==> src/rtl/mlf_pkg.sv <==
package mlf_pkg;
    localparam int unsigned ENT_BYTES = 4;
    localparam int unsigned LANE_W    = 8;
    localparam int unsigned DATA_W    = ENT_BYTES * LANE_W;

    typedef enum logic {
        ST_IDLE = 1'b0,
        ST_RUN  = 1'b1
    } seq_st_e;

    localparam logic [1:0] SZ_BYTE = 2'b00;
    localparam logic [1:0] SZ_HALF = 2'b01;
endpackage

==> src/rtl/mlf_chunk.sv <==
// Decides which entry slots one response delivers and where the next cycle points.
module mlf_chunk
    import mlf_pkg::*;
(
    input  logic [1:0] port_sz,
    input  logic       sterm,
    input  logic [1:0] slot,
    input  logic [1:0] start,
    input  logic [3:0] got,
    output logic [3:0] take,
    output logic [3:0] got_nx,
    output logic [1:0] slot_nx,
    output logic       full
);
    always_comb begin
        if (sterm || port_sz[1]) begin
            take = 4'b1111;
        end else if (port_sz == SZ_HALF) begin
            take = slot[1] ? 4'b1100 : 4'b0011;
        end else begin
            take = 4'b0001 << slot;
        end
        got_nx = got | take;
        full   = &got_nx;
    end

    // First slot still missing, walking from start with wrap.
    always_comb begin
        slot_nx = start;
        for (int i = ENT_BYTES - 1; i >= 0; i--) begin
            logic [1:0] k;
            k = start + 2'(i);
            if (!got_nx[k]) slot_nx = k;
        end
    end
endmodule

==> src/rtl/mlf_assemble.sv <==
// Steers received lanes into the entry buffer and the operand register.
module mlf_assemble
    import mlf_pkg::*;
(
    input  logic              ent,
    input  logic [1:0]        off,
    input  logic [3:0]        take,
    input  logic [DATA_W-1:0] rdata,
    input  logic [DATA_W-1:0] ebuf,
    input  logic [DATA_W-1:0] opb,
    input  logic [3:0]        opg,
    output logic [DATA_W-1:0] ebuf_nx,
    output logic [DATA_W-1:0] opb_nx,
    output logic [3:0]        opg_nx,
    output logic              op_hit
);
    logic [2:0] idx [ENT_BYTES];
    logic [3:0] hit;

    for (genvar k = 0; k < ENT_BYTES; k++) begin : g_lane
        // Operand index of this lane; bit 2 set means outside the operand.
        assign idx[k] = {ent, 2'(k)} - {1'b0, off};
        assign hit[k] = take[k] & ~idx[k][2];
        assign ebuf_nx[k*LANE_W +: LANE_W] =
            take[k] ? rdata[k*LANE_W +: LANE_W] : ebuf[k*LANE_W +: LANE_W];
    end

    assign op_hit = |hit;

    always_comb begin
        opb_nx = opb;
        opg_nx = opg;
        for (int k = 0; k < ENT_BYTES; k++) begin
            if (hit[k]) begin
                opb_nx[32'(idx[k][1:0]) * LANE_W +: LANE_W] = rdata[k*LANE_W +: LANE_W];
                opg_nx[idx[k][1:0]] = 1'b1;
            end
        end
    end
endmodule

==> src/rtl/mlf_fill_seq.sv <==
module mlf_fill_seq
    import mlf_pkg::*;
#(
    parameter int unsigned AW = 16
) (
    input  logic              clk,
    input  logic              rst_n,
    input  logic              req_valid,
    input  logic [AW-1:0]     req_addr,
    output logic              bus_cyc,
    output logic [AW-1:0]     bus_addr,
    input  logic [DATA_W-1:0] bus_rdata,
    input  logic [1:0]        bus_size,
    input  logic              bus_ack,
    input  logic              bus_sterm,
    input  logic              bus_err,
    input  logic              bus_ci,
    output logic              cache_we,
    output logic [AW-1:0]     cache_addr,
    output logic [DATA_W-1:0] cache_data,
    output logic              op_valid,
    output logic [DATA_W-1:0] op_data,
    output logic              bus_fault
);
    localparam int unsigned WW = AW - 2;

    typedef struct packed {
        seq_st_e           st;
        logic [WW-1:0]     base;
        logic [1:0]        off;
        logic              ent;
        logic [1:0]        cur;
        logic [3:0]        got;
        logic              ci;
        logic [DATA_W-1:0] ebuf;
        logic [DATA_W-1:0] opb;
        logic [3:0]        opg;
        logic              we;
        logic [WW-1:0]     waddr;
        logic [DATA_W-1:0] wdata;
        logic              opv;
        logic              exc;
    } seq_s;

    localparam seq_s SEQ_RST = '{
        st: ST_IDLE, base: '0, off: '0, ent: 1'b0, cur: '0, got: '0, ci: 1'b0,
        ebuf: '0, opb: '0, opg: '0, we: 1'b0, waddr: '0, wdata: '0,
        opv: 1'b0, exc: 1'b0
    };

    seq_s seq_d, seq_q;

    logic [WW-1:0]     ent_word;
    logic [1:0]        ent_start;
    logic [3:0]        take, got_nx;
    logic [1:0]        slot_nx;
    logic              ent_full;
    logic [DATA_W-1:0] ebuf_nx, opb_nx;
    logic [3:0]        opg_nx;
    logic              op_hit;
    logic              term;

    assign ent_word  = seq_q.base + WW'(seq_q.ent);
    assign ent_start = seq_q.ent ? 2'b00 : seq_q.off;
    assign term      = bus_ack | bus_sterm | bus_err;

    mlf_chunk u_chunk (
        .port_sz (bus_size),
        .sterm   (bus_sterm),
        .slot    (seq_q.cur),
        .start   (ent_start),
        .got     (seq_q.got),
        .take    (take),
        .got_nx  (got_nx),
        .slot_nx (slot_nx),
        .full    (ent_full)
    );

    mlf_assemble u_asm (
        .ent     (seq_q.ent),
        .off     (seq_q.off),
        .take    (take),
        .rdata   (bus_rdata),
        .ebuf    (seq_q.ebuf),
        .opb     (seq_q.opb),
        .opg     (seq_q.opg),
        .ebuf_nx (ebuf_nx),
        .opb_nx  (opb_nx),
        .opg_nx  (opg_nx),
        .op_hit  (op_hit)
    );

    always_comb begin
        logic next_ent;
        seq_d     = seq_q;
        seq_d.we  = 1'b0;
        seq_d.opv = 1'b0;
        seq_d.exc = 1'b0;
        next_ent  = 1'b0;

        case (seq_q.st)
            ST_IDLE: begin
                if (req_valid) begin
                    seq_d.st   = ST_RUN;
                    seq_d.base = req_addr[AW-1:2];
                    seq_d.off  = req_addr[1:0];
                    seq_d.cur  = req_addr[1:0];
                    seq_d.ent  = 1'b0;
                    seq_d.got  = '0;
                    seq_d.ci   = 1'b0;
                    seq_d.opg  = '0;
                end
            end
            ST_RUN: begin
                if (term) begin
                    if (bus_err) begin
                        if (op_hit) begin
                            seq_d.exc = 1'b1;
                            seq_d.st  = ST_IDLE;
                        end else begin
                            next_ent = 1'b1;
                        end
                    end else begin
                        seq_d.got  = got_nx;
                        seq_d.ebuf = ebuf_nx;
                        seq_d.opb  = opb_nx;
                        seq_d.opg  = opg_nx;
                        seq_d.ci   = seq_q.ci | bus_ci;
                        seq_d.cur  = slot_nx;
                        if ((&opg_nx) && !(&seq_q.opg)) seq_d.opv = 1'b1;
                        if (ent_full) begin
                            next_ent = 1'b1;
                            if (!(seq_q.ci | bus_ci)) begin
                                seq_d.we    = 1'b1;
                                seq_d.waddr = ent_word;
                                seq_d.wdata = ebuf_nx;
                            end
                        end
                    end
                    if (next_ent) begin
                        if (!seq_q.ent && seq_q.off != 2'b00) begin
                            seq_d.ent = 1'b1;
                            seq_d.cur = 2'b00;
                            seq_d.got = '0;
                            seq_d.ci  = 1'b0;
                        end else begin
                            seq_d.st = ST_IDLE;
                        end
                    end
                end
            end
            default: seq_d = SEQ_RST;
        endcase
    end

    always_ff @(posedge clk or negedge rst_n) begin
        if (!rst_n) seq_q <= SEQ_RST;
        else        seq_q <= seq_d;
    end

    assign bus_cyc    = (seq_q.st == ST_RUN);
    assign bus_addr   = {ent_word, seq_q.cur};
    assign cache_we   = seq_q.we;
    assign cache_addr = {seq_q.waddr, 2'b00};
    assign cache_data = seq_q.wdata;
    assign op_valid   = seq_q.opv;
    assign op_data    = seq_q.opb;
    assign bus_fault  = seq_q.exc;

    // an unterminated cycle keeps its address
    p_addr_hold_r11: assert property (@(posedge clk) disable iff (!rst_n)
        (bus_cyc && !term) |=> $stable(bus_addr))
        else $error("bus_addr moved during wait");

    // a write strobe only follows a cycle that was on the bus
    p_we_after_cyc_r6: assert property (@(posedge clk) disable iff (!rst_n)
        cache_we |-> $past(bus_cyc) && !$past(bus_err))
        else $error("cache write without a completing bus cycle");

    // the cycle completing a written entry was cachable
    p_we_not_inhibited_r7: assert property (@(posedge clk) disable iff (!rst_n)
        cache_we |-> !$past(bus_ci))
        else $error("inhibited cycle produced a cache write");

    // fault only after an error and with the sequence ended
    p_fault_after_err_r9: assert property (@(posedge clk) disable iff (!rst_n)
        bus_fault |-> $past(bus_err) && !bus_cyc && !op_valid)
        else $error("bus_fault without a preceding error");

    // operand completion follows a normal termination
    p_opv_after_term_r8: assert property (@(posedge clk) disable iff (!rst_n)
        op_valid |-> $past(bus_ack || bus_sterm) && !$past(bus_err))
        else $error("op_valid without a good termination");

    // the fault and operand pulses never coincide
    p_opv_no_fault_r10: assert property (@(posedge clk) disable iff (!rst_n)
        $countones({op_valid, bus_fault}) <= 1)
        else $error("op_valid together with bus_fault");
endmodule

==> config.mk <==
export PLATFORM = sky130hd
export DESIGN_NAME = mlf_fill_seq
export DESIGN_NICKNAME = d
export VERILOG_FILES = /design/src/rtl/mlf_pkg.sv /design/src/rtl/mlf_chunk.sv /design/src/rtl/mlf_assemble.sv /design/src/rtl/mlf_fill_seq.sv
export SDC_FILE = /design/constraint.sdc
export NUM_CORES = 1
export LEC_CHECK = 0
export CAP_MARGIN = 5
export CORE_MARGIN = 3
export CORE_UTILIZATION = 55
export CTS_BUF_LIST = sky130_fd_sc_hd__clkbuf_4
export DETAILED_ROUTE_END_ITERATION = 16
export DONT_BUFFER_PORTS = 1
export PLACE_DENSITY = 0.76
export SYNTH_ARGS = -nofsm -noshare
export SYNTH_HDL_FRONTEND = slang
export SYNTH_SLANG_ARGS = --single-unit
==> constraint.sdc <==
create_clock -name clk -period 6.65 [get_ports clk]
set_input_delay 1.33 -clock clk [delete_from_list [all_inputs] [get_ports clk]]
set_output_delay 1.33 -clock clk [all_outputs]
set_load 0.02 [all_outputs]
After elaboration in Yosys (flattened, before gate mapping)
Index checks and enable logic that the tools add are counted.
{"block": "word_totals", "register_bits": 142, "inputBits": 57, "output_inout_bits": 100, "wordCells": 157}
{"block": "classes", "add_sub_neg": 12, "n_lt_le_gt_ge": 12, "n_eq_ne": 6, "n_shift": 9, "n_mux": 64, "bitwise": 19, "n_reduce_logical": 20}
{"cell": "$neg A5 Y34", "count": 4}
{"cell": "$shift A8 B34 Y32 const A", "count": 4}
{"cell": "$shiftx A8 B34 Y32", "count": 4}
{"cell": "$bwmux W32", "count": 4}
{"cell": "$mux W32", "count": 4}
{"cell": "$mux W125", "count": 1}
{"cell": "$mux W123", "count": 1}
{"cell": "$mux W47", "count": 2}
{"cell": "$mux W49", "count": 1}
{"cell": "$mux W8", "count": 6}
{"cell": "$mux W4", "count": 8}
{"cell": "$mux W25", "count": 1}
{"cell": "$lt A2 B3 Y1 const B", "count": 8}
{"cell": "$mux W1", "count": 20}
{"cell": "$or A4 B4 Y4", "count": 5}
{"cell": "$pmux W8 S2", "count": 1}
{"cell": "$reduce_and A4 Y1", "count": 4}
{"cell": "$add A14 B1 Y14", "count": 1}
{"cell": "$sub A3 B2 Y3", "count": 4}
{"cell": "$mux W2", "count": 5}
{"cell": "$bmux W1 S2", "count": 4}
{"cell": "$demux W1 S2", "count": 4}
{"cell": "$ge A2 B1 Y1 const B", "count": 4}
{"cell": "$pmux W4 S2", "count": 1}
{"cell": "other kinds (18)", "count": 41}

Longest topological paths before layout
{"block": "depth", "ltp_word": 21, "mapped_depth": 12}

Cells and area by module
A second synthesis with hierarchy kept.
{"block": "hier_totals", "hier_cells": 837, "hier_area_um2": 8724.6}
{"module": "mlf_fill_seq", "instances": 1, "cells_each": 479, "area_each_um2": 6281.0, "seq_area_each_um2": 3553.4}
{"module": "mlf_assemble", "instances": 1, "cells_each": 326, "area_each_um2": 2219.6, "seq_area_each_um2": 0.0}
{"module": "mlf_chunk", "instances": 1, "cells_each": 32, "area_each_um2": 224.0, "seq_area_each_um2": 0.0}

Worst setup path before layout
OpenSTA, ideal clock, no wires.
{"block": "synth_timing", "path_kind": "input to register", "start": "in bus_sterm", "end": "reg seq_q (netlist bit cache_addr[10])", "arrival_ns": 2.995, "required_time_ns": 6.525, "path_slack_ns": 3.530, "stages": 8, "path_cell_list": "or2_1 -> buf_2 -> a211oi_1 -> or3_4 -> or4_4 -> buf_6 -> buf_6 -> mux2_4"}
{"block": "synth_between", "elab_chain_cells": 4}
{"item": "from (decl)", "line_no": "mlf_fill_seq.sv:15", "source": "input logic bus_sterm,"}
{"item": "$logic_or A1 B1 Y1", "line_no": "mlf_chunk.sv:16", "source": "if (sterm || port_sz[1]) begin"}
{"item": "$mux W4", "line_no": "mlf_chunk.sv:16"}
{"item": "$or A4 B4 Y4", "line_no": "mlf_chunk.sv:23", "source": "got_nx = got | take;"}
{"item": "$reduce_and A8 Y1 (no source line) *"}
{"item": "to (signal assigned)", "line_no": "mlf_fill_seq.sv:158", "source": "else seq_q <= seq_d;"}
{"item": "to (decl)", "line_no": "mlf_fill_seq.sv:51", "source": "seq_s seq_d, seq_q;"}
Mark *: on every way between the ends. The rest lies on a longest branch, timed or not.
A chain may end at the register's enable or synchronous reset.

Worst setup path after layout
{"block": "layout_timing", "start": "reg seq_q[124] in the netlist's numbering", "end": "out bus_addr[10]"}
{"block": "layout_between", "elab_chain_cells": 1}
{"item": "$add A14 B1 Y14", "line_no": "mlf_fill_seq.sv:63", "source": "assign ent_word = seq_q.base + WW'(seq_q.ent);"}
{"item": "to (decl)", "line_no": "mlf_fill_seq.sv:11", "source": "output logic [AW-1:0] bus_addr,"}
No other way between the ends.

==> out/metrics.yaml <==
place_inst: 966
worst_ep_required_time_ns: 5.32
grt_pass1_wl_mm: 37.13
cts-resized-gates: 0
cts_sinks: 142
clk_pin_slew_ns: 0.12
post-route-min-period_ns: 3.829
final-hold-violation-count: 0
crit_arrival_ns: 2.50
synth-edff-count: 0
overflow: 0
cts_root_buf: "clkbuf_4"
ir_drop_v: 0.0002025
wl_per_cell_um: 24.44
coreArea_um2: 14810
synth_area_um2: 8483
rows: 44
reg2reg_from: "seq_q[125]$_DFFE_PN0P_"
synth_compound_area_share_pct: 19.73
layout-drive-gt1-share_pct: 11.81
path_class: "reg2out"
yosysUniqueCellTypes: 61
synthMuxAreaShare_pct: 10.15
grt_pass1_vias: 6603
drc_errors: 0
fill_cells: 1313
yosysTopAreaCellShare_pct: 41.89
htree_levels: 4
cts_setup_buffers: 0
startpoint: "seq_q[124]$_DFFE_PN0P_"
grt.total_usage_pct: 28.59
synth_top_family_by_area: "compound AO/OA/AOI/OAI gates"
relSlewSlack_pct: 24.85
numCtsBuffers: 17
viasPerCell: 6.801
grt_max_degree: 143
synth_top_flop_cell: "dfrtp_1"
die_y_um: 130.2
nNetsFinal: 870
rrSetupSlack_ns: 3.01
syn_to_final_growth_pct: -2.743
critPathMaxFanout: 9
fin_cells: 998
synth-simple-area-share_pct: 14.00
die_w_um: 130.2
tightest_slew_ns: 1.118
startpoint_type: "flip-flop"
r2r_cells: 9
vias: 6787
clk_latency_ns: 0.58
cap_violations: 0
clock_skew_ns: 0.01673
io_pins: 157
synth_adder_area_share_pct: 1.770
finalSetupTns_ns: 0
synth_common_cells: "142 x dfrtp_1, 116 x nand2_1, 82 x buf_4"
tritoncts: "built"
yosys_register_bits: 142
gp_congestion: 0.9714
antenna_found_initial: 1
timing.rr.end: "op_data[16]$_DFFE_PN0P_"
period_share_pct: 57.58
first_iter_violations: 799
clockBufferDepth: 2
start_util_pct: 57.28
firstDrtPassIters: 6
synth_area_leaders: "dfrtp_1 42%, buf_4 7.3%, mux2_2 5.3%"
power_leakage_uw: 0.003563
yosysWarnings: 0
yosysTopAreaCell: "dfrtp_1"
netlist_instances: 903
ys_seq_area_share_pct: 41.89
fmax_ghz: 0.2612
hp-class: "in2async"
fin_util_pct: 55.71
setup_violations: 0
die_area_um2: 16950
endpoint: "bus_addr[10]"
wirelength_mm: 24.40
grt_setup_unrepaired: "no"
hpwl_mm: 16.70
holdBufCountCts: 0
critPathCaptureType: "primary output"
portBuffers: 0
ys_async_sr_fraction_pct: 100.0
synth_most_common_cell: "dfrtp_1"
power_density_nw_per_um2: 517.1
status: "finished, final reports clean"
ant_nets: 0
drv_slew: 0
avgSynthCellArea_um2: 9.394
synthXorXnorAreaFrac_pct: 1.445
placed cells by master, fill, tap and decap left out, drive strengths merged, types with 13 or more instances in the layout:
master   synthesis  layout
a211oi          16      16
a22oi           17      17
mux2i           32      32
inv             29      29
nor3            14      14
nand2          116     116
nor2            21      21
dfrtp          142     142
a21oi           47      47
nand3           42      42
mux2            46      46
o21ai           55      55
a221oi          17      17
a2bb2oi         13      13
o22ai           25      25
clkbuf          32      19
o31ai           18      18
routing by layer:
| metal | GRT usage (%) | share of wire (%) | up-vias |
|---|---|---|---|
| met1 | 36.89 | 39 | 3259 |
| li1 | - | - | 3015 |
| met4 | 12.35 | 3.5 | 0 |
| met2 | 42.64 | 44 | 431 |
| met5 | 0 | 0 | - |
| met3 | 11.42 | 14 | 82 |
sequential cells by signal, indices dropped and copies added, names as in the netlist:
| name | flops |
|---|---|
| seq_q | 58 |
| cache_data | 32 |
| op_data | 32 |
| cache_addr | 14 |
| bus_addr | 2 |
| bus_cyc | 1 |
| bus_fault | 1 |
| cache_we | 1 |
| op_valid | 1 |
power breakdown:
group          switching, µW  internal [µW]  leakage, µW
Clock                    323            263     0.000156
Sequential               609           1240      0.00177
Combinational           1090            734      0.00164
Total                   2020           2240      0.00356
how the worst min path moves through the flow:
| stage | startpoint | to | depth (start not counted) |
|---|---|---|---|
| 2_1_floorplan | cache_data[0]$_DFFE_PN0P_ | cache_data[0]$_DFFE_PN0P_ | 2 |
| 3_3_place_gp | seq_q[127]$_DFFE_PN0P_ | seq_q[127]$_DFFE_PN0P_ | 2 |
| 3_5_place_dp | seq_q[127]$_DFFE_PN0P_ | seq_q[127]$_DFFE_PN0P_ | 2 |
| 4_1_cts | rst_n | cache_data[31]$_DFFE_PN0P_ | 0 |
| 5_1_grt | rst_n | cache_we$_DFF_PN0_ | 0 |
| 6_report | rst_n | cache_we$_DFF_PN0_ | 0 |
per-stage QoR:
stage	total power (µW)	instance area, µm²	setup WS, ns	hold slack, ns
after CTS	4241	8248	2.787	0.4037
after floorplan	3502	8487	3.530	0.4510
after detailed placement	3657	7959	2.867	0.4719
final	4266	8250	2.821	0.4307
after global routing	4532	8250	2.646	0.3834
after global placement	3594	7959	2.956	0.4661
area by class of cell:
cell class              instances  area (µm²)  share of cell area (%)
repair buffers                  7       52.55                  0.6369
flip-flops and latches        142        3553                   43.07
clock buffers                  19       142.6                   1.729
diodes                          1       2.502                 0.03033
multi-input cells             604        4014                   48.65
well taps                     184       230.2                   2.790
clock inverters                12       146.4                   1.774
inverters                      29       108.9                   1.319
cells by family (layout without fill, tap and decap cells):
group                    after synthesis  in the layout
flip-flops                           142            142
other                                  1              3
AO/OA/AOI/OAI                        250            250
adder cells (fa/ha/maj)               12             12
XOR/XNOR                              14             14
buffers and inverters                158             67
multiplexers                          78             78
AND/OR/NAND/NOR                      248            248
critical path, stage by stage, from the launching register on:
cell	delay (ns)
dfrtp_1	0.60
ha_1	0.29
ha_1	0.23
nand3_1	0.17
nor2_1	0.16
xor2_1	0.46
No activity file was read; power rests on OpenSTA's default activity.
